--- config.mk ---
export PLATFORM = sky130hd
export DESIGN_NAME = sid_status_reg
export DESIGN_NICKNAME = d
export VERILOG_FILES = /design/src/rtl/sid_pkg.sv /design/src/rtl/sid_gen_ctr.sv /design/src/rtl/sid_quad_ctr.sv /design/src/rtl/sid_err_track.sv /design/src/rtl/sid_status_reg.sv
export SDC_FILE = /design/constraint.sdc
export NUM_CORES = 1
export LEC_CHECK = 0
export CORE_UTILIZATION = 35
export DETAILED_ROUTE_END_ITERATION = 10
export PLACE_DENSITY = 0.87
export SYNTH_ARGS = -nofsm -noshare
export SYNTH_HDL_FRONTEND = slang
export SYNTH_SLANG_ARGS = --single-unit
--- constraint.sdc ---
create_clock -name clk -period 1.95 [get_ports clk]
set_input_delay 0.2925 -clock clk [delete_from_list [all_inputs] [get_ports clk]]
set_output_delay 0.2925 -clock clk [all_outputs]
set_load 0.005 [all_outputs]
--- src/rtl/sid_pkg.sv ---
package sid_pkg;
  localparam int REG_W   = 32;
  localparam int ERR_BIT = 31;
  localparam int GEN_LSB = 16;
  localparam int CNT_LSB = 2;
endpackage

--- src/rtl/sid_gen_ctr.sv ---
module sid_gen_ctr #(
  parameter int W = 8
) (
  input  logic         clk,
  input  logic         rst,
  input  logic         inc_i,
  output logic [W-1:0] gen_o
);
  localparam logic [W-1:0] TOP = {W{1'b1}};

  always_ff @(posedge clk) begin
    if (rst) gen_o <= '0;
    else if (inc_i) gen_o <= gen_o + 1'b1;
  end

  assert_gen_hold_R2: assert property (@(posedge clk) disable iff (rst)
    !inc_i |=> $stable(gen_o));
  assert_gen_wrap_R3: assert property (@(posedge clk) disable iff (rst)
    (inc_i && gen_o == TOP) |=> gen_o == '0);
endmodule

--- src/rtl/sid_quad_ctr.sv ---
module sid_quad_ctr #(
  parameter int W = 9
) (
  input  logic         clk,
  input  logic         rst,
  input  logic         clr_i,
  input  logic         stb_i,
  output logic [W-1:0] cnt_o
);
  localparam logic [W-1:0] MAXV = {W{1'b1}};

  always_ff @(posedge clk) begin
    if (rst) cnt_o <= '0;
    else if (clr_i) cnt_o <= {{(W-1){1'b0}}, stb_i};
    else if (stb_i && cnt_o != MAXV) cnt_o <= cnt_o + 1'b1;
  end

  assert_cnt_clear_R5: assert property (@(posedge clk) disable iff (rst)
    (clr_i && !stb_i) |=> cnt_o == '0);
  assert_cnt_sat_R6: assert property (@(posedge clk) disable iff (rst)
    (!clr_i && cnt_o == MAXV) |=> cnt_o == MAXV);
  assert_cnt_idle_R4: assert property (@(posedge clk) disable iff (rst)
    (!clr_i && !stb_i) |=> $stable(cnt_o));
endmodule

--- src/rtl/sid_err_track.sv ---
module sid_err_track (
  input  logic clk,
  input  logic rst,
  input  logic start_i,
  input  logic hw_err_i,
  input  logic host_err_i,
  input  logic done_i,
  output logic flag_o
);
  logic err_any;
  logic pend_q;

  assign err_any = hw_err_i | host_err_i;

  // pend_q: an error was seen since the reception opened
  always_ff @(posedge clk) begin
    if (rst) pend_q <= 1'b0;
    else if (start_i) pend_q <= err_any;
    else if (err_any) pend_q <= 1'b1;
  end

  always_ff @(posedge clk) begin
    if (rst) flag_o <= 1'b0;
    else if (err_any) flag_o <= 1'b1;
    else if (done_i && !pend_q) flag_o <= 1'b0;
  end

  assert_err_set_R7: assert property (@(posedge clk) disable iff (rst)
    err_any |=> flag_o);
  assert_err_sticky_R8: assert property (@(posedge clk) disable iff (rst)
    (flag_o && !done_i) |=> flag_o);
  assert_err_clean_R8: assert property (@(posedge clk) disable iff (rst)
    (done_i && !err_any && !pend_q) |=> !flag_o);
endmodule

--- src/rtl/sid_status_reg.sv ---
module sid_status_reg
  import sid_pkg::*;
#(
  parameter int          GEN_W  = 8,
  parameter int          CNT_W  = 9,
  parameter int          ADDR_W = 8,
  parameter logic [7:0]  REG_OFFSET = 8'h68
) (
  input  logic              clk,
  input  logic              rst,
  input  logic              bus_reset_i,
  input  logic              rx_start_i,
  input  logic              quad_wr_i,
  input  logic              hw_err_i,
  input  logic              host_err_i,
  input  logic              rx_done_i,
  input  logic              rd_en_i,
  input  logic [ADDR_W-1:0] rd_addr_i,
  input  logic              wr_en_i,
  input  logic [ADDR_W-1:0] wr_addr_i,
  input  logic [REG_W-1:0]  wr_data_i,
  output logic [REG_W-1:0]  rd_data_o,
  output logic              rd_valid_o
);
  localparam logic [ADDR_W-1:0] OFF = ADDR_W'(REG_OFFSET);
  localparam logic [REG_W-1:0] FIELD_MASK =
      (REG_W'(1) << ERR_BIT)
    | (((REG_W'(1) << GEN_W) - 1) << GEN_LSB)
    | (((REG_W'(1) << CNT_W) - 1) << CNT_LSB);

  logic [GEN_W-1:0] gen;
  logic [CNT_W-1:0] cnt;
  logic             err_flag;
  logic [REG_W-1:0] reg_word;
  logic             rd_hit;
  logic             unused_wr;

  assign unused_wr = ^{wr_en_i, wr_addr_i, wr_data_i};

  sid_gen_ctr #(.W(GEN_W)) u_gen (
    .clk(clk), .rst(rst), .inc_i(bus_reset_i), .gen_o(gen)
  );

  sid_quad_ctr #(.W(CNT_W)) u_cnt (
    .clk(clk), .rst(rst), .clr_i(rx_start_i), .stb_i(quad_wr_i), .cnt_o(cnt)
  );

  sid_err_track u_err (
    .clk(clk), .rst(rst), .start_i(rx_start_i), .hw_err_i(hw_err_i),
    .host_err_i(host_err_i), .done_i(rx_done_i), .flag_o(err_flag)
  );

  always_comb begin
    reg_word = '0;
    reg_word[ERR_BIT] = err_flag;
    reg_word[GEN_LSB +: GEN_W] = gen;
    reg_word[CNT_LSB +: CNT_W] = cnt;
  end

  assign rd_hit = rd_en_i && (rd_addr_i == OFF);

  always_ff @(posedge clk) begin
    if (rst) begin
      rd_data_o  <= '0;
      rd_valid_o <= 1'b0;
    end else begin
      rd_valid_o <= rd_en_i;
      rd_data_o  <= rd_hit ? reg_word : '0;
    end
  end

  assert_rsvd_zero_R9: assert property (@(posedge clk) disable iff (rst)
    (rd_data_o & ~FIELD_MASK) == '0);
  assert_miss_zero_R11: assert property (@(posedge clk) disable iff (rst)
    (rd_en_i && rd_addr_i != OFF) |=> rd_data_o == '0);
  assert_rd_valid_R11: assert property (@(posedge clk) disable iff (rst)
    rd_en_i |=> rd_valid_o);
  assert_coincide_R10: assert property (@(posedge clk) disable iff (rst)
    (bus_reset_i && rx_start_i && !quad_wr_i) |=> (cnt == '0 && gen == $past(gen) + 1'b1));
endmodule

Word level (Yosys, flattened, before mapping)
Cells that the tools add are included.
{"block": "totals", "regBits": 52, "input_bits": 58, "out_inout_bits": 33, "word_cells": 29}
{"block": "op_classes", "add_sub_neg": 2, "eq_ne": 2, "muxes": 6, "bitwise": 2, "n_reduce_logical": 9}
{"operator": "$add A9 B1 Y9 const B", "count": 1}
{"operator": "$ne A9 B9 Y1 const B", "count": 1}
{"operator": "$add A8 B1 Y8 const B", "count": 1}
{"operator": "$eq A8 B7 Y1 const B", "count": 1}
{"operator": "$mux W1", "count": 6}
{"operator": "$reduce_bool A2 Y1", "count": 3}
{"operator": "$reduce_or A2 Y1", "count": 2}
{"operator": "$logic_and A1 B1 Y1", "count": 3}
{"operator": "$logic_not A1 Y1", "count": 1}
{"operator": "$not A1 Y1", "count": 1}
{"operator": "$or A1 B1 Y1", "count": 1}

Depth between registers and ports, before layout
{"block": "depth", "word_depth": 4, "mapped_depth": 8, "depth_no_buf": 7}

By module
Synthesis repeated with hierarchy kept, for this count alone.
{"block": "hier_totals", "cells_unflattened": 174, "area_unflattened_um2": 1666.6}
{"mod": "sid_status_reg", "instances": 1, "cells_each": 80, "area_per_inst_um2": 820.8, "seq_area_each_um2": 380.4}
{"mod": "sid_quad_ctr", "instances": 1, "cells_each": 49, "area_per_inst_um2": 432.9, "seq_area_each_um2": 180.2}
{"mod": "sid_gen_ctr", "instances": 1, "cells_each": 37, "area_per_inst_um2": 339.1, "seq_area_each_um2": 160.2}
{"mod": "sid_err_track", "instances": 1, "cells_each": 8, "area_per_inst_um2": 73.8, "seq_area_each_um2": 40.0}

Least setup slack after synthesis
Ideal clock, no wire load.
{"block": "synth_path", "path_type": "register -> register", "startpoint": "reg u_cnt.cnt_o[0]", "endpoint": "reg u_cnt.cnt_o[5]", "setup_time_ns": 0.070, "arrival_ns": 1.700, "required_time_ns": 1.880, "path_slack_ns": 0.180, "stages_incl_launch_ff": 9, "n_path_buf": 1, "period_less_slack_ns": 1.770, "path_cell_list": "dfxtp_1 > ha_1 > nand3_1 > nor2_1 > ha_1 > nand2b_1 > buf_6 > or4_1 > a21oi_1"}
{"block": "synth_between", "elab_chain_cells": 2, "elab_cells_between_ends": 3, "classes_between": "add/sub (1); eq/ne (1); reduce/logical (1)"}
{"element": "start, declared", "line_no": "sid_quad_ctr.sv:8", "source": "output logic [W-1:0] cnt_o"}
{"element": "start signal, assigned", "line_no": "sid_quad_ctr.sv:14", "source": "else if (clr_i) cnt_o <= {{(W-1){1'b0}}, stb_i};"}
{"element": "start signal, assigned", "line_no": "sid_quad_ctr.sv:15", "source": "else if (stb_i && cnt_o != MAXV) cnt_o <= cnt_o + 1'b1;"}
{"element": "parallel branches: the longest is 2 deep, another holds $add A9 B1 Y9"}
Parallel ways; which one is timed is not known.
A chain may end at the register's enable or synchronous reset.

Final worst setup path
{"block": "layout_path", "startpoint": "reg u_cnt.cnt_o[0]", "endpoint": "reg u_cnt.cnt_o[7]"}
The elaborated chain is that of the path after synthesis.

==> results.cfg <==
[critical_path]
worstPathCellList = ha_1, nand3_1, nor2_1, ha_1, nand2b_4, or4_1, a21oi_2
r2r_start = u_cnt.cnt_o[0]
cp.buffers_inverters = 0
ff2ff_setup_slack_ps = 120
endpoint_kind = flop
critPathKind = flop to flop
start_kind = flop
crit_fanout = 7
ff2ff_path_depth = 7
cpLargestDelayFamily = simple AND/OR/NAND/NOR gates
worst_ep_required_time_ps = 2170
max_stage_delay_ps = 490
cp_slowest_cell = or4_1
path_common_cell = ha_1
r2r-end = u_cnt.cnt_o[7]
cp.arrival_ps = 2050

[drt]
wl_met3_um = 150
wl_met1_mm = 1.04
dr_wl_met2_mm = 1.32
post_drt_wl_per_cell_um = 10.7
final_antenna_net_count = 0
top_layer_used = met4
via_per_inst = 4.73
drc = 0
wirelength_mm = 2.59
vias = 1144
first_pass_iters = 4
drt_iter0_markers = 74

[worst_hold_path]
hold_path_class = flop to flop
whs_path_depth = 1
hp-start = u_err.flag_o
hold_end = rd_data_o[31]

[finish]
seqCellArea_um2 = 761
fill_cells = 359
drive_gt1_share_pct = 8.85
synthToLayoutAreaGrowth_pct = 33.2
multi_input_area_um2 = 639
diodes = 0
nets = 252
fin_area_um2 = 1990

[grt]
grt_pass1_wl_mm = 4.44
grt_antenna_before_repair = 0
grt_max_degree = 19
grt_pass1_vias = 1052
overflow = 0
globalRouteTotalUtil_pct = 13.3

[power_and_ir_drop]
vdd_ir_drop_max_uv = 275
p_seq_share_pct = 47.2
p_switching_w = 0.000305
intPower_w = 0.00138
leakagePower_nw = 0.765
swShare_pct = 18.1
p_per_area_nw_per_um2 = 846
p_clk_share_pct = 47.8
combPwrFrac_pct = 5.0
finalPower_w = 0.00169

[sta]
period_minus_slack_ps = 1830
hold_viol_final = 0
fmax_ghz = 0.547
slew_violations = 0
finalCritPeriodShare_pct = 93.8
finalSetupViolations = 0
rsz0062_at_grt = false
finalClockSkew_ps = 3.63
tns_ps = 0
hold_slack_ps = 449

[floorplanning]
die_h_um = 67.4
io-pin-count = 91
die_w_um = 67.4
start_util_pct = 36.9
core_area_um2 = 4060
die_area_um2 = 4540
rows = 23

[yosys]
synth_area_leaders = dfxtp_1 51%, and2_1 7.5%, buf_4 7.5%, a21oi_1 3.7%, nor2_1 2.8%
seq_area_frac_synth_pct = 50.8
netlist_area_um2 = 1500
synthDominantCellAreaShare_pct = 50.8
yosysTopAreaCell = dfxtp_1
ys_seq_elements = 38
synth.distinct_cells = 32
synth_warnings = 0
syn_avg_cell_area_um2 = 9.84
syn_inst = 152

[placed_design]
port_buffers = 35
gp_congestion = 0.749
dpl.hpwl_mm = 1.97
dpl-instance-area_um2 = 1840

[clock_tree]
clk_pin_slew_worst_paths_ps = 70
clk_latency_ps = 280
cts_tree = built
cts-root-buf = clkbuf_8
cts_max_path_buffers = 2
h-tree-depth = 2
numCtsBuffers = 5
cts_sinks = 38

[status]
outcome = finished, final reports clean

[run]
drv_cap = 0
[sequential cells by signal, summed over array words and instances, names as in the netlist]
name and cells:
rd_data_o 18, rd_valid_o 1, u_cnt.cnt_o 9, u_err.flag_o 1, u_err.pend_q 1, u_gen.gen_o 8
[cell usage after synthesis]
library cell and number:
nor2b_1 1, nor4b_1 1, o31ai_1 3, inv_1 2, nand3b_1 2, mux2i_1 3, or3_1 5, nand4b_1 1
xor2_1 4, and2_1 18, and3_1 1, nand2_1 4, xnor2_1 1, nor4bb_1 1, ha_1 3, dfxtp_1 38
or4_1 3, nand2b_1 2, buf_4 15, nand4_2 1, nand4_1 2, clkbuf_2 1, nand3_2 1, o21ai_0 7
buf_2 1, buf_1 1, nand3_1 4, nor2_1 11, conb_1 1, buf_6 2, or2_2 1, a21oi_1 11
[per-layer routing]
metal | GRT usage [%] | vias up
met3 | 3.55 | 10
met4 | 7.98 | 0
met2 | 24.1 | 55
li1 | - | 564
met5 | 0 | -
met1 | 13.5 | 515
[layout by cell type, fill, tap and decap left out, drive strengths merged, types with 3 or more instances in the layout]
master / netlist / routed
or3: 5 / 5
nor2: 11 / 11
buf: 19 / 4
nand4: 3 / 3
mux2i: 3 / 3
clkbuf: 1 / 6
nand3: 5 / 5
xor2: 4 / 4
conb: 1 / 14
or4: 3 / 3
a21oi: 11 / 11
o21ai: 7 / 7
ha: 3 / 3
clkdlybuf4s50: 0 / 35
o31ai: 3 / 3
nand2: 4 / 4
dfxtp: 38 / 38
and2: 18 / 18
[stage by stage]
stage	utilization, %	worst slack [ps]	cells
after floorplan	-	180	165
after global placement	45.3	133	234
after detailed placement	45.3	60.5	234
after CTS	48.8	34.1	242
after global routing	49.1	6.52	242
final	49.1	121	242
[cell type report]
class	instances	share of cell area [%]
sequential	38	38.2
multi-input combinational	105	32.1
clock inverter	2	3.01
tap	50	3.14
inverter	2	0.377
clock buffer	6	4.14
timing repair buffer	39	19.1
[cells by family (layout without fill, tap and decap cells)]
family / count (synthesis) / after routing / share of synthesized area (%)
and+or+nand+nor: 59 / 59 / 23.5
DFF: 38 / 38 / 50.8
buffers and inverters: 22 / 49 / 10.5
AOI/OAI and AO/OA: 21 / 21 / 7.52
xor gates and xnor gates: 5 / 5 / 2.93
adders and majority gates: 3 / 3 / 2.51
muxes: 3 / 3 / 2.01
other: 1 / 14 / 0.251
[worst max-delay path by stage]
stage | startpoint | end | slack, ps | cells after the start
2_1_floorplan | u_cnt.cnt_o[0] | u_cnt.cnt_o[5] | 180 | 8
3_3_place_gp | u_cnt.cnt_o[0] | u_cnt.cnt_o[5] | 130 | 7
3_5_place_dp | u_cnt.cnt_o[0] | u_cnt.cnt_o[7] | 60 | 7
4_1_cts | u_cnt.cnt_o[0] | u_cnt.cnt_o[7] | 30 | 7
5_1_grt | u_cnt.cnt_o[0] | u_cnt.cnt_o[7] | 7 | 7
6_report | u_cnt.cnt_o[0] | u_cnt.cnt_o[7] | 120 | 7
[power by group through the flow]
| stage | Clock (W) | Combinational [W] | Sequential (W) |
|---|---|---|---|
| 6_report | 0.000806 | 0.0000839 | 0.000796 |
| 5_1_grt | 0.000851 | 0.0000938 | 0.000797 |
| 4_1_cts | 0.000820 | 0.0000830 | 0.000796 |
| 3_5_place_dp | 0 | 0.0000820 | 0.000814 |
| 3_3_place_gp | 0 | 0.0000787 | 0.000814 |
| 2_1_floorplan | 0 | 0.0000612 | 0.000811 |
[timing repair]
item                                    4_1_cts  5_1_grt
endpoints found under the setup margin        0        3
buffers inserted                              0        0
hold buffers                                  0        0
gates resized for setup                       0        3
endpoints found under the hold margin         0        0
Power figures use the tool's default switching activity.
